===== src/rtl/heater_scan_pkg.sv =====
package heater_scan_pkg;

    typedef enum logic [1:0] {
        ST_CLEAR = 2'd0,
        ST_ARMED = 2'd1,
        ST_SCAN  = 2'd2
    } scan_state_e;

    typedef enum logic {
        EN_SCAN    = 1'b0,
        EN_PERSIST = 1'b1
    } en_mode_e;

endpackage


===== src/rtl/heater_token_fsm.sv =====
module heater_token_fsm
    import heater_scan_pkg::*;
#(
    parameter int GROUPS = 16
) (
    input  logic                       clk,
    input  logic                       rst_n,
    input  logic                       setup_n_i,
    input  logic                       latch_stb_i,
    input  logic                       mode_sel_i,
    output scan_state_e                state_q,
    output en_mode_e                   mode_q,
    output logic                       commit_o,
    output logic [GROUPS-1:0]          token_q,
    output logic [GROUPS-1:0]          token_d,
    output logic [$clog2(GROUPS)-1:0]  idx_d
);

    localparam int GW = $clog2(GROUPS);
    localparam logic [GW-1:0] LAST_IDX = GW'(GROUPS - 1);

    scan_state_e      state_d;
    logic [GW-1:0]    idx_q;

    // state register
    always_ff @(posedge clk or negedge rst_n) begin
        if (!rst_n) begin
            state_q <= ST_CLEAR;
            idx_q   <= '0;
            token_q <= '0;
        end else begin
            state_q <= state_d;
            idx_q   <= idx_d;
            token_q <= token_d;
        end
    end

    // enable type captured on setup release
    always_ff @(posedge clk or negedge rst_n) begin
        if (!rst_n) begin
            mode_q <= EN_SCAN;
        end else if (state_q == ST_CLEAR && setup_n_i) begin
            mode_q <= en_mode_e'(mode_sel_i);
        end
    end

    // next state and outputs
    always_comb begin
        state_d  = state_q;
        commit_o = 1'b0;
        unique case (state_q)
            ST_CLEAR: begin
                if (setup_n_i) state_d = ST_ARMED;
            end
            ST_ARMED: begin
                if (latch_stb_i) begin
                    commit_o = 1'b1;
                    state_d  = ST_SCAN;
                end
            end
            ST_SCAN: begin
                if (latch_stb_i) commit_o = 1'b1;
            end
            default: state_d = ST_CLEAR;
        endcase
        if (!setup_n_i) begin
            state_d  = ST_CLEAR;
            commit_o = 1'b0;
        end
    end

    always_comb begin
        idx_d   = idx_q;
        token_d = token_q;
        if (!setup_n_i) begin
            idx_d   = '0;
            token_d = '0;
        end else if (commit_o) begin
            if (state_q == ST_ARMED) begin
                idx_d   = '0;
                token_d = GROUPS'(1);
            end else begin
                idx_d   = (idx_q == LAST_IDX) ? '0 : idx_q + 1'b1;
                token_d = {token_q[GROUPS-2:0], token_q[GROUPS-1]};
            end
        end
    end

endmodule


===== src/rtl/heater_serial_in.sv =====
module heater_serial_in #(
    parameter int RINGS = 28
) (
    input  logic             clk,
    input  logic             rst_n,
    input  logic             setup_n_i,
    input  logic             ser_data_i,
    input  logic             shift_stb_i,
    input  logic             commit_i,
    output logic [RINGS-1:0] word_q,
    output logic             fresh_q
);

    always_ff @(posedge clk or negedge rst_n) begin
        if (!rst_n) begin
            word_q  <= '0;
            fresh_q <= 1'b0;
        end else if (!setup_n_i) begin
            word_q  <= '0;
            fresh_q <= 1'b0;
        end else begin
            if (shift_stb_i) begin
                word_q <= {word_q[RINGS-2:0], ser_data_i};
            end
            if (shift_stb_i) begin
                fresh_q <= 1'b1;
            end else if (commit_i) begin
                fresh_q <= 1'b0;
            end
        end
    end

endmodule


===== src/rtl/heater_row_store.sv =====
module heater_row_store #(
    parameter int GROUPS = 16,
    parameter int RINGS  = 28
) (
    input  logic                       clk,
    input  logic                       rst_n,
    input  logic                       setup_n_i,
    input  logic                       commit_i,
    input  logic                       fresh_i,
    input  logic [$clog2(GROUPS)-1:0]  idx_d,
    input  logic [RINGS-1:0]           word_i,
    output logic [GROUPS*RINGS-1:0]    rows_d
);

    localparam int GW = $clog2(GROUPS);

    logic [GROUPS*RINGS-1:0] rows_q;

    for (genvar g = 0; g < GROUPS; g++) begin : g_row
        always_comb begin
            rows_d[g*RINGS +: RINGS] = rows_q[g*RINGS +: RINGS];
            if (!setup_n_i) begin
                rows_d[g*RINGS +: RINGS] = '0;
            end else if (commit_i && fresh_i && idx_d == GW'(g)) begin
                rows_d[g*RINGS +: RINGS] = word_i;
            end
        end
    end

    always_ff @(posedge clk or negedge rst_n) begin
        if (!rst_n) begin
            rows_q <= '0;
        end else begin
            rows_q <= rows_d;
        end
    end

endmodule


===== src/rtl/heater_scan_top.sv =====
module heater_scan_top
    import heater_scan_pkg::*;
#(
    parameter int GROUPS = 16,
    parameter int RINGS  = 28
) (
    input  logic                     clk,
    input  logic                     rst_n,
    input  logic                     ser_data_i,
    input  logic                     shift_stb_i,
    input  logic                     latch_stb_i,
    input  logic                     mode_sel_i,
    input  logic                     setup_n_i,
    output logic [GROUPS*RINGS-1:0]  heat_en_o,
    output logic [GROUPS-1:0]        grp_token_o
);

    localparam int GW    = $clog2(GROUPS);
    localparam int TOTAL = GROUPS * RINGS;

    scan_state_e        state_q;
    en_mode_e           mode_q;
    logic               commit;
    logic [GROUPS-1:0]  token_d;
    logic [GW-1:0]      idx_d;
    logic [RINGS-1:0]   word;
    logic               fresh;
    logic [TOTAL-1:0]   rows_d;
    logic [TOTAL-1:0]   heat_d;

    heater_token_fsm #(.GROUPS(GROUPS)) u_fsm (
        .clk         (clk),
        .rst_n       (rst_n),
        .setup_n_i   (setup_n_i),
        .latch_stb_i (latch_stb_i),
        .mode_sel_i  (mode_sel_i),
        .state_q     (state_q),
        .mode_q      (mode_q),
        .commit_o    (commit),
        .token_q     (grp_token_o),
        .token_d     (token_d),
        .idx_d       (idx_d)
    );

    heater_serial_in #(.RINGS(RINGS)) u_ser (
        .clk         (clk),
        .rst_n       (rst_n),
        .setup_n_i   (setup_n_i),
        .ser_data_i  (ser_data_i),
        .shift_stb_i (shift_stb_i),
        .commit_i    (commit),
        .word_q      (word),
        .fresh_q     (fresh)
    );

    heater_row_store #(.GROUPS(GROUPS), .RINGS(RINGS)) u_rows (
        .clk       (clk),
        .rst_n     (rst_n),
        .setup_n_i (setup_n_i),
        .commit_i  (commit),
        .fresh_i   (fresh),
        .idx_d     (idx_d),
        .word_i    (word),
        .rows_d    (rows_d)
    );

    // gate each group's row by its token or by persist type
    for (genvar g = 0; g < GROUPS; g++) begin : g_gate
        assign heat_d[g*RINGS +: RINGS] =
            rows_d[g*RINGS +: RINGS] & {RINGS{(mode_q == EN_PERSIST) | token_d[g]}};
    end

    // output register: moves only on a commit or a clear
    always_ff @(posedge clk or negedge rst_n) begin
        if (!rst_n) begin
            heat_en_o <= '0;
        end else if (!setup_n_i) begin
            heat_en_o <= '0;
        end else if (commit) begin
            heat_en_o <= heat_d;
        end
    end

endmodule


===== config.mk =====
export PLATFORM = sky130hd
export DESIGN_NAME = heater_scan_top
export DESIGN_NICKNAME = d
export VERILOG_FILES = /design/src/rtl/heater_scan_pkg.sv /design/src/rtl/heater_token_fsm.sv /design/src/rtl/heater_serial_in.sv /design/src/rtl/heater_row_store.sv /design/src/rtl/heater_scan_top.sv
export SDC_FILE = /design/constraint.sdc
export NUM_CORES = 2
export LEC_CHECK = 0
export BUFFER_PORTS_ARGS = -buffer_cell sky130_fd_sc_hd__buf_2
export CORE_MARGIN = 4
export CORE_UTILIZATION = 45
export DETAILED_ROUTE_END_ITERATION = 16
export SETUP_SLACK_MARGIN = 0.2
export SYNTH_ARGS = -nofsm -noshare
export SYNTH_HDL_FRONTEND = slang
export SYNTH_HIERARCHICAL = 1
export SYNTH_SLANG_ARGS = --single-unit

===== constraint.sdc =====
create_clock -name clk -period 6.9 [get_ports clk]
set_input_delay 1.38 -clock clk [delete_from_list [all_inputs] [get_ports clk]]
set_output_delay 1.38 -clock clk [all_outputs]
set_load 0.005 [all_outputs]

# After elaboration in Yosys (flattened, before gate mapping)
# Cells that the tools add are included.
totals:
  word_cells: 138
  regBits: 948
  out_inout_bits: 464
  inputBits: 7
classes:
  muxes: 52
  n_eq_ne: 23
  reduce_logical: 22
  bitwise: 32
  addsub: 1
op_table:
  columns: ["cell", "n"]
  rows:
  - ["28-bit two-way mux", 34]
  - ["448-bit two-way mux", 2]
  - ["28-bit bitwise AND", 16]
  - ["16-bit two-way mux", 3]
  - ["4-bit == test, second input constant", 9]
  - ["1-bit logical AND", 18]
  - ["4-bit by 3-bit == test with 1-bit output, second input constant", 4]
  - ["4-bit two-way mux", 4]
  - ["1-bit OR", 16]
  - ["4-bit by 2-bit == test with 1-bit output, second input constant", 2]
  - ["1-bit two-way mux", 6]
  - ["2-bit one-hot mux with 3 select lines", 1]
  - ["4-bit by 1-bit adder with 4-bit output, second input constant", 1]
  - ["4-bit by 1-bit == test with 1-bit output, second input constant", 1]
  - ["4-bit logical NOT", 1]
  - ["2-bit two-way mux", 2]
  - ["2-bit != test, second input constant", 2]
  - ["3-bit by 2-bit != test with 1-bit output, second input constant", 1]
  - ["3-bit != test, second input constant", 1]
  - ["2-bit by 1-bit == test with 1-bit output, second input constant", 1]
  - ["2-bit == test, second input constant", 1]
  - ["2-bit logical NOT", 1]
  - ["2-bit by 1-bit != test with 1-bit output, second input constant", 1]
  - ["2-bit AND reduction", 1]
  - ["2-bit OR reduction", 1]

# Logic depth before layout (Yosys ltp)
depth:
  word_depth: 13
  depth_mapped: 15
  depth_no_buf: 11

# Modules after synthesis
# The synthesis kept the hierarchy.
by_module_without_submodules:
  columns: ["module", "seq_area_each_um2", "cells_per_inst", "instances", "area_each_um2"]
  rows:
  - ["heater_scan_top", 11210.8, 2040, 1, 22038.6]
  - ["heater_row_store", 11210.8, 1517, 1, 18337.6]
  - ["heater_serial_in", 725.7, 93, 1, 1246.2]
  - ["heater_token_fsm", 575.6, 82, 1, 1027.2]

# Least setup slack after synthesis
# Ideal clock, no wire load.
synth_path:
  kind: "input to register"
  from: "in setup_n_i"
  to: "reg heat_en_o[446]"
  setup_slack_ns: 3.247
  t_arrival_ns: 3.569
  cell_stages: 11
  setup_time_ns: 0.084
  t_required_ns: 6.816
  path_buffers: 3
  path_cell_list: "and4b_1 -> buf_6 -> buf_12 -> nand2_1 -> o21ai_0 -> nand4_2 -> nor2_4 -> buf_4 -> mux2i_1 -> o211ai_1 -> a21boi_0"
synth_via:
  elab_chain_cells: 10
  elab_cells_between_ends: 15
  classes_between: "eq/ne: 2; mux: 9; bitwise: 2; reduce/logical: 2"
synth_rtl:
  columns: ["item", "line_no", "text"]
  rows:
  - ["start, declared", "heater_scan_top.sv:13", "input logic setup_n_i,"]
  - ["1-bit two-way mux", "heater_token_fsm.sv:66", "if (!setup_n_i) begin"]
  - ["4-bit two-way mux", "heater_token_fsm.sv:78", "end else if (commit_o) begin"]
  - ["4-bit two-way mux *", "heater_token_fsm.sv:75", "if (!setup_n_i) begin"]
  - ["via idx_d[0]", "heater_scan_top.sv:25", "logic [GW-1:0] idx_d;"]
  - ["4-bit == test *", "heater_row_store.sv:24", "end else if (commit_i && fresh_i && idx_d == GW'(g)) begin"]
  - ["1-bit logical AND *", "heater_row_store.sv:24", null]
  - ["28-bit two-way mux *", "heater_row_store.sv:24", null]
  - ["28-bit two-way mux *", "heater_row_store.sv:22", "if (!setup_n_i) begin"]
  - ["via rows_d[446]", "heater_scan_top.sv:28", "logic [TOTAL-1:0] rows_d;"]
  - ["28-bit bitwise AND *", "heater_scan_top.sv:70", "rows_d[g*RINGS +: RINGS] & {RINGS{(mode_q == EN_PERSIST) | token_d[g]}};"]
  - ["448-bit two-way mux *", "heater_scan_top.sv:79", "end else if (commit) begin"]
  - ["448-bit two-way mux *", "heater_scan_top.sv:77", "end else if (!setup_n_i) begin"]
  - ["end signal, assigned", "heater_scan_top.sv:80", "heat_en_o <= heat_d;"]
  - ["end, declared", "heater_scan_top.sv:14", "output logic [GROUPS*RINGS-1:0] heat_en_o,"]
# The timed path passes the listed nets; every way through them passes the cells marked *. The select of a mux whose other input is x is not followed.
# A chain may end at the register's enable or synchronous reset.

# Worst setup path in the final report
layout_path:
  from: "in setup_n_i"
  to: "reg heat_en_o[222]"
layout_via:
  elab_chain_cells: 10
  elab_cells_between_ends: 15
  classes_between: "eq/ne: 2; mux: 9; bitwise: 2; reduce/logical: 2"
layout_rtl:
  columns: ["item", "line_no"]
  rows:
  - ["1-bit two-way mux", "heater_token_fsm.sv:66"]
  - ["4-bit two-way mux", "heater_token_fsm.sv:78"]
  - ["4-bit two-way mux *", "heater_token_fsm.sv:75"]
  - ["via idx_d[0]", "heater_scan_top.sv:25"]
  - ["4-bit by 3-bit == test with 1-bit output *", "heater_row_store.sv:24"]
  - ["1-bit logical AND *", "heater_row_store.sv:24"]
  - ["28-bit two-way mux *", "heater_row_store.sv:24"]
  - ["28-bit two-way mux *", "heater_row_store.sv:22"]
  - ["via rows_d[222]", "heater_scan_top.sv:28"]
  - ["28-bit bitwise AND *", "heater_scan_top.sv:70"]
  - ["448-bit two-way mux *", "heater_scan_top.sv:79"]
  - ["448-bit two-way mux *", "heater_scan_top.sv:77"]
# Marks and branches as above.

==> reports/qor.txt <==
# port buffers - 470
clk sinks - 948
Syn-to-layout area delta - 14.0%
WL per Instance - 24.8 microns
GP Congestion - 0.766
post-DP HPWL - 72700 microns
CTS clock-pin slew for the worst setup and hold paths - 60 ps
post-cts sizing count - 0
post-layout minimum cycle time - 4710 ps
Die X - 316 microns
Power Total - 0.0128 W
area leader, netlist - dfrtp_1
synthesized cell area - 0.0426 sq mm
CTS tree - done
CTS root buffer - clkbuf_16
post-synthesis sequential area ratio - 55.6%
simple-gate share of the synthesized area - 11.9%
synth top area cells - dfrtp_1 56%, mux2i_1 11%, o211ai_1 7.9%
CTS Hold Bufs - 0
first-pass GRT wire length - 197000 microns
Max Fanout on Critical Path - 66
post-route design area - 0.0486 sq mm
crit path DAT - 5300 ps
drt pass-1 iters - 6
Leakage Power - 22.3 nW
global-route total usage across every layer - 26.0%
Worst slew margin - 17.7%
core area - 0.0936 sq mm
Synth Area in XOR/XNOR - 0%
global route total overflow - 0
Setup TNS Final - 0 ps
initial antenna violation count - 7
Synth Area in Compound Gates - 16.3%
H-tree levels - 3
worst skew pair latency - 670 ps
final worst slack - 2190 ps
die area - 0.0998 sq mm
PwrDens - 262 mW/mm^2
Period Utilization, post-route - 68.3%
residual DRC count - 0
nets - 3980
area share of the largest cell type after synthesis - 55.6%
Final Max Slew Viols - 0
vias post-DR - 29600
clk buf depth - 3
mean number of vias per cell - 5.56
CP endpoint kind - flip-flop
Ports - 471
Max Cap Violations - 0
die height - 316 microns
Achievable Freq - 212 MHz
Synth Instances - 3732
syn_area_per_cell - 11.4 sq um
Slew @ Worst Pin - 1230 ps
most frequent cells in the layout - 947 x dfrtp_1, 476 x mux2i_1, 468 x buf_2
largest family of logic cells by synthesized area - compound AO/OA/AOI/OAI gates
DRT antenna net count - 0
startpoint types - input port
share of layout cells above drive strength 1 - 18.4%
Hold WS - 533 ps
status - finished, final reports clean
post-CTS setup repair buffer count - 0
worst vdd ir - 0.000312 V
Iteration-0 DRC Markers - 2839
Post-Route WL - 132000 microns
Cell Rows - 112
RSZ-0062 raised after global routing - no
Final setup viols - 0
Fin. Hold Viols - 0
post-synthesis mux area share - 11.2%
Crit Path Category - in2reg
#FFs+latches synth - 948
Setup Skew - 21.6 ps
largest net degree at the start of global routing - 225
placed cell areas - 0.0451 sq mm
Synth Net Count - 3744
commonest non-fill, non-tap cell in the layout - dfrtp_1
worst path required time - 7490 ps
pre-CTS setup slack - 1580 ps
CTS Buf Count - 103
initial core utilization - 45.6%
vias in the first global route - 29200
min-delay worst type - reg2reg
Distinct cells, synth - 36
number of warning messages in the yosys log - 6
Post-Synth Adder-Cell Area - 0.147%
==> final timing paths <==
kind | start | to | slack (ps) | cells past startpoint
max | setup_n_i | heat_en_o[222]$_DFFE_PN0P_ | 2190 | 10
min | heat_en_o[380]$_DFFE_PN0P_ | heat_en_o[380]$_DFFE_PN0P_ | 530 | 2
max reg2reg | u_fsm/state_q[0]$_DFFE_PN0P_ | heat_en_o[222]$_DFFE_PN0P_ | 2510 | 11
min reg2reg | heat_en_o[380]$_DFFE_PN0P_ | heat_en_o[380]$_DFFE_PN0P_ | 530 | 2
max in group asynchronous | rst_n | heat_en_o[108]$_DFFE_PN0P_ | 4660 | 2
min in group asynchronous | rst_n | heat_en_o[373]$_DFFE_PN0P_ | 760 | 1
==> per-stage QoR <==
step | instances | utilization, %
4_1_cts | 5308 | 51.9
3_3_place_gp | 5117 | 48.2
2_1_floorplan | 3732 | -
5_1_grt | 5308 | 51.9
6_report | 5314 | 52.0
3_5_place_dp | 5117 | 48.2
==> state kept, by name, indices dropped and copies added, names as in the netlist <==
name / count
heat_en_o: 448
u_fsm/idx_q: 4
u_fsm/mode_q: 1
u_fsm/state_q: 2
u_fsm/token_q: 16
u_rows/rows_q: 448
u_ser/fresh_q: 1
u_ser/word_q: 28
==> report_power, final <==
group	total, W	switching (W)	leakage, nW	internal (W)
logic	0.00135	0.00102	7.34	0.000327
registers	0.00566	0.0000860	13.2	0.00557
clock network	0.00574	0.00232	1.74	0.00342
==> routing by layer <==
metal,GRT usage (%),vias to the layer above,wire (microns)
met2,39.4,741,59500
met1,39.6,15200,63000
met3,3.64,153,6510
met4,6.26,0,2740
met5,0,-,0
li1,-,13400,-
==> kinds of logic (layout without fill, tap and decap cells) <==
family / Yosys count / after routing
compound gates: 924 / 924
fa+ha+maj: 5 / 5
buf+inv: 383 / 705
flops: 948 / 948
mux: 477 / 477
other cells: 0 / 6
simple gates: 995 / 995
==> area by class of cell <==
| type | count | area, sq um |
|---|---|---|
| Inverter | 5 | 26.3 |
| Fill cell | 8567 | 45000 |
| Antenna cell | 6 | 15.0 |
| Tap cell | 1254 | 1570 |
| Sequential cell | 948 | 23700 |
| Clock buffer | 161 | 3180 |
| Timing Repair Buffer | 509 | 2780 |
| Clock inverter | 30 | 362 |
| Multi-Input combinational cell | 2401 | 17000 |
==> cells in the mapped netlist <==
| cell type | n |
|---|---|
| a21boi_0 | 8 |
| a21boi_1 | 440 |
| a21boi_2 | 1 |
| a21oi_1 | 5 |
| a22o_2 | 15 |
| and3_1 | 1 |
| and4b_1 | 1 |
| and4bb_1 | 1 |
| buf_1 | 2 |
| buf_12 | 2 |
| buf_2 | 69 |
| buf_4 | 54 |
| buf_6 | 35 |
| clkbuf_1 | 201 |
| clkbuf_2 | 15 |
| dfrtp_1 | 948 |
| ha_1 | 5 |
| inv_1 | 5 |
| mux2_2 | 1 |
| mux2i_1 | 476 |
| nand2_1 | 481 |
| nand2_2 | 1 |
| nand2b_1 | 455 |
| nand3_1 | 3 |
| nand3b_1 | 1 |
| nand4_1 | 2 |
| nand4_2 | 1 |
| nand4b_2 | 2 |
| nor2_1 | 3 |
| nor2_4 | 9 |
| nor2b_1 | 30 |
| nor3_1 | 2 |
| o211ai_1 | 450 |
| o21a_1 | 1 |
| o21ai_0 | 4 |
| or3b_2 | 2 |
==> worst max-delay path: stages <==
cell	delay (ps)
buf_8	300
and4b_1	840
nand2_1	90
o21ai_0	490
nand4_2	390
nor2_4	790
buf_4	340
mux2i_1	260
o211ai_1	150
a21boi_1	170
(Power assumes the default switching activity.)
